**src/rtl/mdio_link_mon.sv**
```systemverilog
module mdio_link_mon #(
  parameter int          DIV_W    = 8,
  parameter logic [4:0]  STAT_REG = 5'd1,
  parameter int          LINK_BIT = 2
) (
  input  logic             clk,
  input  logic             rst_n,
  input  logic [DIV_W-1:0] clk_div,
  input  logic [31:0]      sel_mask,
  input  logic [31:0]      irq_en,
  input  logic [31:0]      evt_clr,
  input  logic             mdio_i,
  output logic             mdc,
  output logic             mdio_o,
  output logic             mdio_oe,
  output logic [31:0]      alive,
  output logic [31:0]      link,
  output logic [31:0]      evt,
  output logic             irq
);
  localparam int LAST_IDX = 63;
  localparam int TA_IDX   = 47;
  localparam int DRV_END  = 46;
  localparam int LINK_IDX = 48 + 15 - LINK_BIT;

  logic [DIV_W-1:0] div_q;
  logic             mdc_q, ta_q, lnk_q;
  logic [5:0]       bit_q;
  logic [4:0]       addr_q;
  logic [31:0]      alive_q, link_q, evt_q;

  wire        tick   = div_q >= clk_div;
  wire        rise   = tick & ~mdc_q;
  wire        fall   = tick & mdc_q;
  wire        commit = rise && (bit_q == 6'(LAST_IDX));
  wire [31:0] hit    = 32'd1 << addr_q;
  wire [31:0] upd    = (commit && !ta_q) ? (hit & sel_mask) : 32'd0;
  wire [31:0] chg    = upd & (link_q ^ {32{lnk_q}});
  wire [5:0]  aoff   = 6'd40 - bit_q;
  wire [5:0]  roff   = 6'd45 - bit_q;

  always_comb begin
    if (bit_q < 6'd32)      mdio_o = 1'b1;
    else if (bit_q < 6'd36) mdio_o = (bit_q == 6'd33) || (bit_q == 6'd34);
    else if (bit_q < 6'd41) mdio_o = addr_q[aoff[2:0]];
    else if (bit_q < 6'd46) mdio_o = STAT_REG[roff[2:0]];
    else                    mdio_o = 1'b0;
  end

  assign mdio_oe = bit_q < 6'(DRV_END);
  assign mdc     = mdc_q;
  assign alive   = alive_q;
  assign link    = link_q;
  assign evt     = evt_q;
  assign irq     = |(evt_q & irq_en);

  always_ff @(posedge clk or negedge rst_n) begin
    if (!rst_n) begin
      div_q   <= '0;
      mdc_q   <= 1'b0;
      bit_q   <= '0;
      addr_q  <= '0;
      ta_q    <= 1'b1;
      lnk_q   <= 1'b0;
      alive_q <= '0;
      link_q  <= '0;
      evt_q   <= '0;
    end else begin
      div_q <= tick ? '0 : div_q + 1'b1;
      if (tick) mdc_q <= ~mdc_q;
      if (rise && bit_q == 6'(TA_IDX))   ta_q  <= mdio_i;
      if (rise && bit_q == 6'(LINK_IDX)) lnk_q <= mdio_i;
      if (fall) begin
        bit_q <= bit_q + 1'b1;
        if (bit_q == 6'(LAST_IDX)) addr_q <= addr_q + 1'b1;
      end
      if (commit) alive_q[addr_q] <= ~ta_q;
      link_q <= (link_q & ~upd) | (upd & {32{lnk_q}});
      evt_q  <= (evt_q & ~evt_clr) | chg;
    end
  end

  assert_evt_sticky_R7: assert property (@(posedge clk) disable iff (!rst_n)
    1'b1 |=> (($past(evt_q) & ~evt_q & ~$past(evt_clr)) == 32'd0));

  assert_evt_cause_R7: assert property (@(posedge clk) disable iff (!rst_n)
    1'b1 |=> ((evt_q & ~$past(evt_q) & ~(link_q ^ $past(link_q))) == 32'd0));

  assert_link_unsel_R10: assert property (@(posedge clk) disable iff (!rst_n)
    1'b1 |=> (((link_q ^ $past(link_q)) & ~$past(sel_mask)) == 32'd0));

  assert_link_alive_R6: assert property (@(posedge clk) disable iff (!rst_n)
    1'b1 |=> (((link_q ^ $past(link_q)) & ~alive_q) == 32'd0));

  assert_oe_release_R3: assert property (@(posedge clk) disable iff (!rst_n)
    $fell(mdio_oe) |-> $fell(mdc_q));

  assert_irq_masked_R9: assert property (@(posedge clk) disable iff (!rst_n)
    (irq_en == 32'd0) |-> !irq);
endmodule

```
**config.mk**
```make
export PLATFORM = sky130hd
export DESIGN_NAME = mdio_link_mon
export DESIGN_NICKNAME = d
export VERILOG_FILES = /design/src/rtl/mdio_link_mon.sv
export SDC_FILE = /design/constraint.sdc
export NUM_CORES = 1
export LEC_CHECK = 0
export ABC_AREA = 1
export BUFFER_PORTS_ARGS = -buffer_cell sky130_fd_sc_hd__buf_2
export CORE_MARGIN = 2
export CORE_UTILIZATION = 46
export CTS_BUF_LIST = sky130_fd_sc_hd__clkbuf_16
export DETAILED_ROUTE_END_ITERATION = 16
export HOLD_SLACK_MARGIN = 0.12
export PLACE_DENSITY = 0.73
export REMOVE_ABC_BUFFERS = 1
export SKIP_CTS_REPAIR_TIMING = 1
export SYNTH_ARGS = -nofsm -noshare
export SYNTH_HDL_FRONTEND = slang
export SYNTH_SLANG_ARGS = --single-unit
```
**constraint.sdc**
```tcl
create_clock -name clk -period 5.3 [get_ports clk]
set_input_delay 0.53 -clock clk [delete_from_list [all_inputs] [get_ports clk]]
set_output_delay 0.53 -clock clk [all_outputs]
set_load 0.05 [all_outputs]
```
# Word-level counts from Yosys, hierarchy flattened
# Memory sizes are Yosys's and may differ from the RTL's.
# Index checks and enable logic that the tools add are counted.
[totals] rom_bits=8 ram_bits=0 latch_bits=0 memories=1 input_bits=107 reg_bits=118 wordCells=66
[classes] eq_ne=5 multipliers=0 magnitude_cmp=9 addsub=5 n_bitwise=15 div=0 n_shift=1 muxes=12 n_reduce_logical=9
[memory_table] memory="(no name shown)" words=8 word_bits=1 read_ports=1 rd_clocked_by_memory_dff=0 write_ports=0 line="46" source="else if (bit_q < 6'd46) mdio_o = STAT_REG[roff[2:0]];"
[op_table] cell="$and A32 B32 Y32" n=6
[op_table] cell="$not A32 Y32" n=2
[op_table] cell="$or A32 B32 Y32" n=2
[op_table] cell="$bwmux W32" n=1
[op_table] cell="$mux W32" n=1
[op_table] cell="$reduce_or A32 Y1" n=1
[op_table] cell="$shl A1 B5 Y32 const A" n=1
[op_table] cell="$xor A32 B32 Y32" n=1
[op_table] cell="$eq A6 B6 Y1 const B" n=5
[op_table] cell="$lt A6 B6 Y1 const B" n=4
[op_table] cell="$add A8 B1 Y8 const B" n=1
[op_table] cell="$ge A8 B8 Y1" n=1
[op_table] cell="$lt A3 B4 Y1 const B" n=2
[op_table] cell="$mux W8" n=1
[op_table] cell="$mux W1" n=7
[op_table] cell="$add A6 B1 Y6 const B" n=1
[op_table] cell="$lt A5 B6 Y1 const B" n=1
[op_table] cell="$add A5 B1 Y5 const B" n=1
[op_table] cell="$demux W1 S5" n=1
[op_table] cell="$ge A5 B1 Y1 const B" n=1
[op_table] cell="$logic_and A1 B1 Y1" n=5
[op_table] cell="$bmux W1 S3" n=1
[op_table] cell="$sub A1 B3 Y3 const A" n=1
[op_table] cell="$sub A3 B3 Y3 const A" n=1
[op_table] cell="other kinds (5)" n=7

# Depth between registers and ports, before layout
# Gate-level depths: netlist (run 1).
[logic_depth] ltp_word=8 mapped_depth=15

# Worst setup path after synthesis (run 1)
# OpenSTA, ideal clock, no wires.
[synth_path] path_type="register -> output" startpoint="register bit_q[2]" endpoint="output mdio_o" arrival_time_ns=1.812 n_path_buf=0 path_stages_with_launch=9 slack_ns=2.958 cell_sequence="dfrtp_1 -> nand2_2 -> inv_1 -> o21ai_0 -> a21o_1 -> nand4_1 -> nand2_1 -> nand2_1 -> nand3_1"
[synth_rtl] element="from (decl)" line="28" source="logic [5:0] bit_q;"
[synth_rtl] element="from (signal assigned)" line="74" source="bit_q <= bit_q + 1'b1;"
[synth_rtl] element="$lt A6 B6 Y1"
[synth_rtl] element="via mdio_oe" line="15" source="output logic mdio_oe,"
[synth_rtl] element="$mux W1" line="46"
[synth_rtl] element="$mux W1" line="45" source="else if (bit_q < 6'd41) mdio_o = addr_q[aoff[2:0]];"
[synth_rtl] element="$mux W1" line="44" source="else if (bit_q < 6'd36) mdio_o = (bit_q == 6'd33) || (bit_q == 6'd34);"
[synth_rtl] element="$mux W1" line="43" source="if (bit_q < 6'd32) mdio_o = 1'b1;"
[synth_rtl] element="to (decl)" line="14" source="output logic mdio_o,"
# The timed path passes the listed nets, and every way through them passes these cells. The select of a mux whose other input is x is not followed.

# Worst setup path after layout (run 1)
[layout_path] startpoint="register bit_q[0]" endpoint="output mdio_o"
[layout_via] elab_chain_cells=7
[layout_rtl] element="$sub A3 B3 Y3" line="40" source="wire [5:0] roff = 6'd45 - bit_q;"
[layout_rtl] element="$mem_v2 Z8 W1"
[layout_rtl] element="$mux W1 (implied by the code)" line="46"
[layout_rtl] element="$mux W1" line="46"
[layout_rtl] element="$mux W1" line="45"
[layout_rtl] element="$mux W1" line="44"
[layout_rtl] element="$mux W1 *" line="43"
# Every way passes the cells marked *; elsewhere a longest branch is shown, timed or not. The select of a mux whose other input is x is not followed.

==> results_dict.tcl, run 1 <==
set metrics [dict create \
    synth_edf_count 0 \
    cts.clk_slew.worst_paths_ns 0.05 \
    path_common_cell "nand2_1" \
    fin_ws_ns 2.39 \
    nFillCells 1358 \
    max-cap-violations 0 \
    place_congestion 0.857 \
    detail_route.wirelength_um 19300 \
    global_route.overflow_total 0 \
    drt-vias-per-instance 4.99 \
    postLayoutCoreUtil_pct 58.7 \
    worst-endpoint-arrival_ns 2.38 \
    async_reset_ff_share_pct 100 \
    outcome "completed" \
    finalNonFillerCells 1294 \
    ir_worst_vdd_v 0.000205 \
    grt_max_degree 76 \
    unrepaired_setup_endpoints_after_global_routing "no" \
    die-height_um 126 \
    drtIter0Drc 430 \
    finalSetupTns_ns 0 \
    h-tree-depth 4 \
    worstPathCellList "inv_1 -> ha_1 -> inv_1 -> a21oi_1 -> a21oi_1 -> nand2_1 -> nand2_1 -> nand3_1 -> nand2_1 -> nand2_1 -> nand3_1 -> buf_2" \
    fin_hold_ws_ns 0.260 \
    worst_ep_required_time_ns 4.77 \
    route.detailed.drc 0 \
    dp.cells 1262 \
    achievable_freq_mhz 344 \
    clk_latency_ns 0.42 \
    route.vias.total 6463 \
    crit_slowest_cell "dfrtp_1" \
    place.port_buffers 206 \
    drtAntennaViolNets 0 \
    cts-root-to-sink-buffers 2 \
    layout_worst_path_cycle_share_pct 54.9 \
    cp_class "flop to output port" \
    ys_types 35 \
    nets 1224 \
    share_of_power_burned_in_the_clock_network_pct 45.8 \
    first_global_vias 6041 \
    mostFrequentLayoutCell "nand2_1" \
    ctsRootBufferMaster "clkbuf_16" \
    wire_per_inst_um 14.9 \
    antenna_diode_count 0 \
    die_x_um 126 \
    synthToLayoutAreaGrowth_pct 25.2 \
    floorplan.core_area_um2 14500 \
    min_path_type "primary input to asynchronous set/reset pin" \
    syn-cell-area_um2 6790 \
    leakage_nw 4.80 \
    cp-start-kind "flop" \
    postSynthCellCount 901 \
    sw_power_w 0.000693 \
    critical-path-top-delay-family "buffers and inverters" \
    p_seq_share_pct 39.5 \
    worst_pin_slew_ns 1.23 \
    first_pass_iters 5 \
    worstPathBufferInverterCount 3 \
    power.combinational.fraction_pct 14.7 \
    numClockSinks 118 \
    cts_tree "yes" \
    row_count 44 \
    crit_path_max_incr_delay_ns 0.52 \
    fin_skew_ns 0.00907 \
    wire_length_of_the_first_global_routing_pass_um 31100 \
    most-common-layout-cells "nand2_1, buf_2, inv_1, dfrtp_1, nand3_1" \
    numCtsBuffers 17 \
    setup_viol_count_final 0 \
    grt_usage_pct 25.1 \
    ys_ff_latch 118 \
    post_synth.cell_area_avg_um2 7.54 \
    fin_max_slew_vios 0 \
    sw_frac_of_total_pct 27.1 \
    internal_power_w 0.00186 \
    die_area_um2 15800 \
    relSlewSlack_pct 18.0 \
    worstPathMaxFanout 9 \
    synthesis.yosys.warnings 0 \
    seq_area_frac_synth_pct 43.5 \
    preCtsSetupSlack_ns 2.31 \
    detailedPlacementHpwl_um 13900 \
    drive_gt1_share_pct 22.4 \
    start_util_pct 46.9 \
    pin_count 207 \
    final_count_of_hold_timing_violations 0 \
    postSynth.topFlopCell "dfrtp_1" \
    antenna_found_initial 0 \
    min_tclk_post_route_ns 2.91 \
    worst_setup_path_end_kind "output port" \
    cellPowerDensity_nw_per_um2 300 \
]
==> Yosys cell counts, types with 2 or more instances <==
cell / instances / area share, %
nor3_1: 3 / 0.22
dfrtp_1: 117 / 43
buf_2: 8 / 0.59
xor2_1: 40 / 5.2
buf_6: 5 / 0.83
o21ai_1: 20 / 1.5
nand3_1: 105 / 7.7
xnor2_1: 2 / 0.26
inv_2: 2 / 0.11
inv_1: 130 / 7.2
a21oi_1: 6 / 0.44
nand4_1: 19 / 1.8
o21ai_0: 19 / 1.4
nor2_1: 77 / 4.3
ha_1: 20 / 3.7
a21o_1: 2 / 0.22
o21bai_1: 32 / 3.5
nand2_1: 254 / 14
clkbuf_1: 17 / 0.94
a221oi_1: 2 / 0.26
nor3b_1: 2 / 0.22
nor2_2: 6 / 0.55
==> area by class of cell <==
type	count	area, um2	area share [%]
repair buffers	209	1060	12.4
multi-input cells	619	3170	37.3
well taps	184	230	2.71
clock buffers	17	425	5.00
clock inverters	15	169	1.99
inverters	132	495	5.83
flip-flops and latches	118	2960	34.8
==> power by group through the flow <==
| stage | registers (W) | logic (W) | clock network [W] |
|---|---|---|---|
| after floorplan | 0.00102 | 0.000248 | 0 |
| after global placement | 0.00102 | 0.000372 | 0 |
| after detailed placement | 0.00103 | 0.000377 | 0 |
| after CTS | 0.00101 | 0.000382 | 0.00118 |
| after global routing | 0.00102 | 0.000435 | 0.00122 |
| final | 0.00101 | 0.000376 | 0.00117 |
==> cells by family (layout without fill, tap and decap cells) <==
| group | Yosys count | after routing | share of synthesized area [%] |
|---|---|---|---|
| simple gates | 473 | 473 | 29.9 |
| buf+inv | 164 | 373 | 9.82 |
| flops | 118 | 118 | 43.5 |
| compound gates | 84 | 84 | 7.66 |
| xor+xnor | 42 | 42 | 5.42 |
| fa+ha+maj | 20 | 20 | 3.68 |
==> metal layers <==
layer	vias up	share of wire, %	global-route usage, %
met2	200	47	40.2
met1	2998	45	33.7
li1	3236	-	-
met5	-	0	0
met4	0	2.6	9.28
met3	29	5.8	5.26
==> per-stage QoR <==
step / total power, W / cell area [um2]
global route: 0.00267 / 8500
floorplan: 0.00127 / 6620
global placement: 0.00140 / 7910
finish: 0.00255 / 8500
CTS: 0.00257 / 8500
detailed placement: 0.00140 / 7910
==> final timing paths <==
kind	from	to	slack [ns]	depth (start not counted)
max	bit_q[0]	mdio_o	2.39	12
min	rst_n	evt[20]	0.26	1
max reg2reg	div_q[6]	evt[19]	2.46	9
min reg2reg	div_q[0]	div_q[0]	0.46	1
max in group asynchronous	rst_n	asynchronous set/reset pin	3.87	2
min in group clk	evt_clr[27]	evt[27]	0.33	4
No activity file was read; power rests on OpenSTA's default activity.
==> run 2, diff against run 1 <==
--- a/config.mk
+++ b/config.mk
@@ -12,7 +12,7 @@
 export CTS_BUF_LIST = sky130_fd_sc_hd__clkbuf_16
 export DETAILED_ROUTE_END_ITERATION = 16
 export HOLD_SLACK_MARGIN = 0.12
-export PLACE_DENSITY = 0.73
+export PLACE_DENSITY = 0.76
 export REMOVE_ABC_BUFFERS = 1
 export SKIP_CTS_REPAIR_TIMING = 1
 export SYNTH_ARGS = -nofsm -noshare
==> constraint.sdc (replaced) <==
create_clock -name clk -period 2.34 [get_ports clk]
set_input_delay 0.234 -clock clk [delete_from_list [all_inputs] [get_ports clk]]
set_output_delay 0.234 -clock clk [all_outputs]
set_load 0.05 [all_outputs]
==> run 2 against run 1 <==
Routed wire length grew 4.3%. Clock skew shrank 0.0019 ns. Sequential share of layout area shrank 2.0 points. Largest cell class unchanged. Total power grew 130%. Worst hold slack lost 0.21 ns. Critical path type unchanged.
==> results_dict.tcl, run 2 (synthesis results as in run 1) <==
set metrics [dict create \
    nets 1275 \
    die_x_um 126 \
    first_global_vias 6253 \
    row_count 44 \
    die-height_um 126 \
    numCtsBuffers 17 \
    ctsRootBufferMaster "clkbuf_16" \
    drt-vias-per-instance 5.05 \
    cp-start-kind "flop" \
    route.detailed.drc 0 \
    die_area_um2 15800 \
    place.port_buffers 206 \
    drive_gt1_share_pct 23.7 \
    most-common-layout-cells "nand2_1, buf_2, inv_1, dfrtp_1, nand3_1" \
    max-cap-violations 0 \
    grt_max_degree 119 \
    worstPathCellList "inv_4 -> ha_4 -> inv_1 -> a21oi_1 -> a21oi_1 -> nand2_1 -> nand2_1 -> nand3_1 -> nand2_1 -> nand2_1 -> nand3_1 -> buf_6" \
    cts.clk_slew.worst_paths_ns 0.05 \
    start_util_pct 46.9 \
    worst_pin_slew_ns 0.652 \
    outcome "completed" \
    first_pass_iters 7 \
    fin_max_slew_vios 0 \
    pin_count 207 \
    fin_hold_ws_ns 0.0541 \
    detailedPlacementHpwl_um 14200 \
    min_path_cells 4 \
    mostFrequentLayoutCell "nand2_1" \
    global_route.overflow_total 0 \
    worstPathMaxFanout 5 \
    setup_viol_count_final 0 \
    path_common_cell "nand2_1" \
    wire_per_inst_um 14.9 \
    drtIter0Drc 432 \
    min_path_type "primary input to flop" \
    synthToLayoutAreaGrowth_pct 32.9 \
    crit_path_max_incr_delay_ns 0.45 \
    post_dp_cell_area_um2 8050 \
    crit_slowest_cell "dfrtp_2" \
    antenna_diode_count 0 \
    worst_r2r_path_depth 10 \
    numClockSinks 118 \
    antenna_found_initial 0 \
    place_congestion 0.835 \
    h-tree-depth 4 \
    cellPowerDensity_nw_per_um2 663 \
    layout_worst_path_cycle_share_pct 95.1 \
    worst_ep_required_time_ns 2.11 \
    drtAntennaViolNets 0 \
    clk_latency_ns 0.42 \
    ir_worst_vdd_v 0.000431 \
    floorplan.core_area_um2 14500 \
    route.vias.total 6787 \
    grt_usage_pct 25.2 \
    achievable_freq_mhz 450 \
    cp_class "flop to output port" \
    detail_route.wirelength_um 20100 \
    design_area_um2 9020 \
    fin_skew_ns 0.00722 \
    worst_setup_path_end_kind "output port" \
    final_count_of_hold_timing_violations 0 \
    worst-endpoint-arrival_ns 1.99 \
    unrepaired_setup_endpoints_after_global_routing "yes" \
    relSlewSlack_pct 56.5 \
    cts-root-to-sink-buffers 2 \
    min_tclk_post_route_ns 2.22 \
    cts_tree "yes" \
    leakage_nw 5.04 \
    wire_length_of_the_first_global_routing_pass_um 31300 \
]
-- run 2: cell count changes in the layout (fill, tap and decap cells not counted), moves of 2 or more --
cell,change
dlygate4sd3_1,+32
inv_4,+2
buf_4,+17
dfrtp_2,+2
inv_1,-2
buf_12,+2
dfrtp_1,-2
-- run 2: where the power goes --
group          switching [W]  total (W)  internal [W]
clock network       0.000921    0.00267       0.00174
logic               0.000590    0.00103      0.000441
registers           0.000129    0.00228       0.00215
total                0.00164    0.00598       0.00434
-- run 2: per-layer routing --
layer / share of wire, % / up-vias / wire length, um / global-route usage (%)
met5: 0 / - / 0 / 0
met4: 3.0 / 0 / 602 / 12.1
met3: 7.3 / 49 / 1460 / 5.95
met2: 46 / 267 / 9270 / 38.4
met1: 44 / 3125 / 8770 / 34.1
li1: - / 3346 / - / -
-- run 2: path summary, 6_finish.rpt --
check,startpoint,slack (ns),end
min,evt_clr[4],0.05,evt[4]
max reg2reg,div_q[6],0.22,flop
min reg2reg,div_q[0],0.45,div_q[0]
max,bit_q[0],0.12,mdio_o
max in group asynchronous,rst_n,1.36,bit_q[0]
min in group asynchronous,rst_n,0.46,asynchronous set/reset pin
-- run 2: cell type report --
class	instances	area, um2
tap	184	230
clock buffer	17	425
timing repair buffer	260	1550
inverter	132	500
multi-input combinational	619	3190
fill	1259	5450
clock inverter	15	169
sequential	118	2960
-- run 2: metrics by stage --
stage / std cells / utilization, % / setup WS [ns] / setup TNS (ns) / total power [W]
after floorplan: 869 / - / -0.0414 / -1.33 / 0.00288
after global placement: 1277 / 55.6 / 0.224 / 0 / 0.00318
after detailed placement: 1277 / 55.6 / 0.202 / 0 / 0.00319
after CTS: 1309 / 59.7 / -0.250 / -0.250 / 0.00587
after global routing: 1345 / 62.3 / -0.0209 / -0.0209 / 0.00626
final: 1345 / 62.3 / 0.116 / 0 / 0.00598
-- run 2: critical path: cells and delay by family (launching register included) --
family | cells | cell delay, ns
flops | 1 | 0.45
simple gates | 6 | 0.43
buf+inv | 3 | 0.34
fa+ha+maj | 1 | 0.20
compound gates | 2 | 0.17
==> run 3, diff against run 2 <==
--- a/config.mk
+++ b/config.mk
@@ -7,6 +7,7 @@
 export LEC_CHECK = 0
 export ABC_AREA = 1
 export BUFFER_PORTS_ARGS = -buffer_cell sky130_fd_sc_hd__buf_2
+export CORE_ASPECT_RATIO = 0.8
 export CORE_MARGIN = 2
 export CORE_UTILIZATION = 46
 export CTS_BUF_LIST = sky130_fd_sc_hd__clkbuf_16
==> constraint.sdc (replaced) <==
create_clock -name clk -period 2.34 [get_ports clk]
set_input_delay 0.351 -clock clk [delete_from_list [all_inputs] [get_ports clk]]
set_output_delay 0.351 -clock clk [all_outputs]
set_load 0.05 [all_outputs]
==> run 3 against run 2 <==
Combinational power grew 5%. Total power increased by 1.8%. Sequential cell count stayed put. Clock-buffer cell count is the same. Non-clock buffer count is 26 lower. Worst setup slack lost 0.098 ns. Clock power rose by 3%. Utilization down 1.2 points. Sequential power hardly changed. Clock skew hardly changed. Final area is 2.8% lower. Die area barely moved.
==> results_dict.tcl, run 3 (synthesis results as in run 1) <==
set metrics [dict create \
    wire_per_inst_um 15.3 \
    global_route.overflow_total 0 \
    worst-endpoint-arrival_ns 1.97 \
    max-cap-violations 0 \
    finalNonFillerCells 1319 \
    setup_viol_count_final 0 \
    synthToLayoutAreaGrowth_pct 29.1 \
    post-layout-total-power_w 0.00608 \
    floorplan.core_area_um2 14300 \
    cp_class "flop to output port" \
    fin_max_slew_vios 0 \
    worstPathCellList "inv_2 -> ha_4 -> inv_4 -> a21oi_2 -> a21oi_1 -> nand2_1 -> nand2_1 -> nand3_1 -> nand2_1 -> nand2_1 -> nand3_2 -> buf_6" \
    die_x_um 140 \
    cp-start-kind "flop" \
    mostFrequentLayoutCell "nand2_1" \
    antenna_found_initial 1 \
    antenna_diode_count 0 \
    die_area_um2 15800 \
    drtIter0Drc 547 \
    grt_usage_pct 25.6 \
    pin_count 207 \
    fin_ws_ns 0.0175 \
    cellPowerDensity_nw_per_um2 694 \
    dp.cells 1281 \
    row_count 39 \
    relSlewSlack_pct 60.2 \
    place.port_buffers 206 \
    min_path_type "primary input to flop" \
    crit_path_max_incr_delay_ns 0.43 \
    unrepaired_setup_endpoints_after_global_routing "yes" \
    achievable_freq_mhz 431 \
    final_count_of_hold_timing_violations 0 \
    wire_length_of_the_first_global_routing_pass_um 31600 \
    outcome "completed" \
    numClockSinks 118 \
    worstPathMaxFanout 5 \
    preCtsSetupSlack_ns 0.169 \
    most-common-layout-cells "nand2_1, buf_2, inv_1, dfrtp_1, nand3_1" \
    ir_worst_vdd_v 0.000484 \
    worst_setup_path_end_kind "output port" \
    h-tree-depth 4 \
    numCtsBuffers 17 \
    fin_skew_ns 0.00751 \
    cts_tree "yes" \
    layout_worst_path_cycle_share_pct 99.3 \
    drive_gt1_share_pct 25.0 \
    worst_pin_slew_ns 0.594 \
    drtAntennaViolNets 0 \
    worst_ep_required_time_ns 1.99 \
    cts.clk_slew.worst_paths_ns 0.06 \
    design_area_um2 8770 \
    path_common_cell "nand2_1" \
    detail_route.wirelength_um 20200 \
    cts-root-to-sink-buffers 2 \
    first_pass_iters 5 \
    post_dp_cell_area_um2 8080 \
    drt-vias-per-instance 5.07 \
    die-height_um 113 \
    place_congestion 0.852 \
    min_tclk_post_route_ns 2.32 \
    route.vias.total 6687 \
    first_global_vias 6170 \
    nets 1249 \
    crit_slowest_cell "dfrtp_1" \
    clk_latency_ns 0.41 \
    leakage_nw 4.93 \
    grt_max_degree 44 \
    start_util_pct 47.3 \
    route.detailed.drc 0 \
    ctsRootBufferMaster "clkbuf_16" \
    detailedPlacementHpwl_um 14800 \
]
run 3: cell types whose count changed in the layout (fill, tap and decap cells not counted), moves of 2 or more:
cell / previous run / this run
buf_4: 21 / 26
clkinv_1: 5 / 3
clkinv_4: 0 / 2
clkinvlp_4: 1 / 3
dfrtp_1: 114 / 116
dfrtp_2: 3 / 1
dlygate4sd3_1: 32 / 1
inv_1: 130 / 127
inv_2: 2 / 4
run 3: final timing paths:
| kind | startpoint | end | slack, ns | cells after the start |
|---|---|---|---|---|
| max | bit_q[1] | mdio_o | 0.02 | 12 |
| min | evt_clr[28] | evt[28] | 0.17 | 4 |
| max reg2reg | div_q[7] | flop | 0.21 | 10 |
| min reg2reg | div_q[0] | div_q[0] | 0.46 | 1 |
| max in group asynchronous | rst_n | ta_q | 1.15 | 3 |
| min in group asynchronous | rst_n | evt[3] | 0.45 | 2 |
run 3: stage by stage:
step / hold WS [ns] / util [%] / TNS, ns
final: 0.167 / 61.1 / 0
after global routing: 0.176 / 61.1 / -0.101
after CTS: -0.0795 / 60.6 / -0.255
after detailed placement: 0.353 / 56.3 / 0
after global placement: 0.353 / 56.3 / 0
after floorplan: 0.0554 / - / -1.33
run 3: critical path: cells and delay by family, from the launching register on:
family / cells / cell delay, ns
buffers and inverters: 3 / 0.31
flip-flops: 1 / 0.43
AND/OR/NAND/NOR: 6 / 0.44
AO/OA/AOI/OAI: 2 / 0.17
adder cells (fa/ha/maj): 1 / 0.21
run 3: report_power, final:
part           switching (W)  internal [W]
combinational       0.000621      0.000456
sequential          0.000120       0.00215
clock               0.000973       0.00177
total                0.00171       0.00437
run 3: routing by layer:
layer  wire length (um)  vias to the layer above  GRT usage [%]
li1                   -                     3291              -
met1               9260                     3074           35.8
met2               9040                      289           40.4
met3               1640                       31           6.27
met4                283                        2           6.53
met5                 13                        -              0
run 3: final cells by class:
type	count	area, um2
Fill cell	1305	5580
Multi-Input combinational cell	619	3200
Sequential cell	118	2960
Timing Repair Buffer	234	1280
Inverter	132	498
Clock buffer	17	425
Tap cell	184	230
Clock inverter	15	186
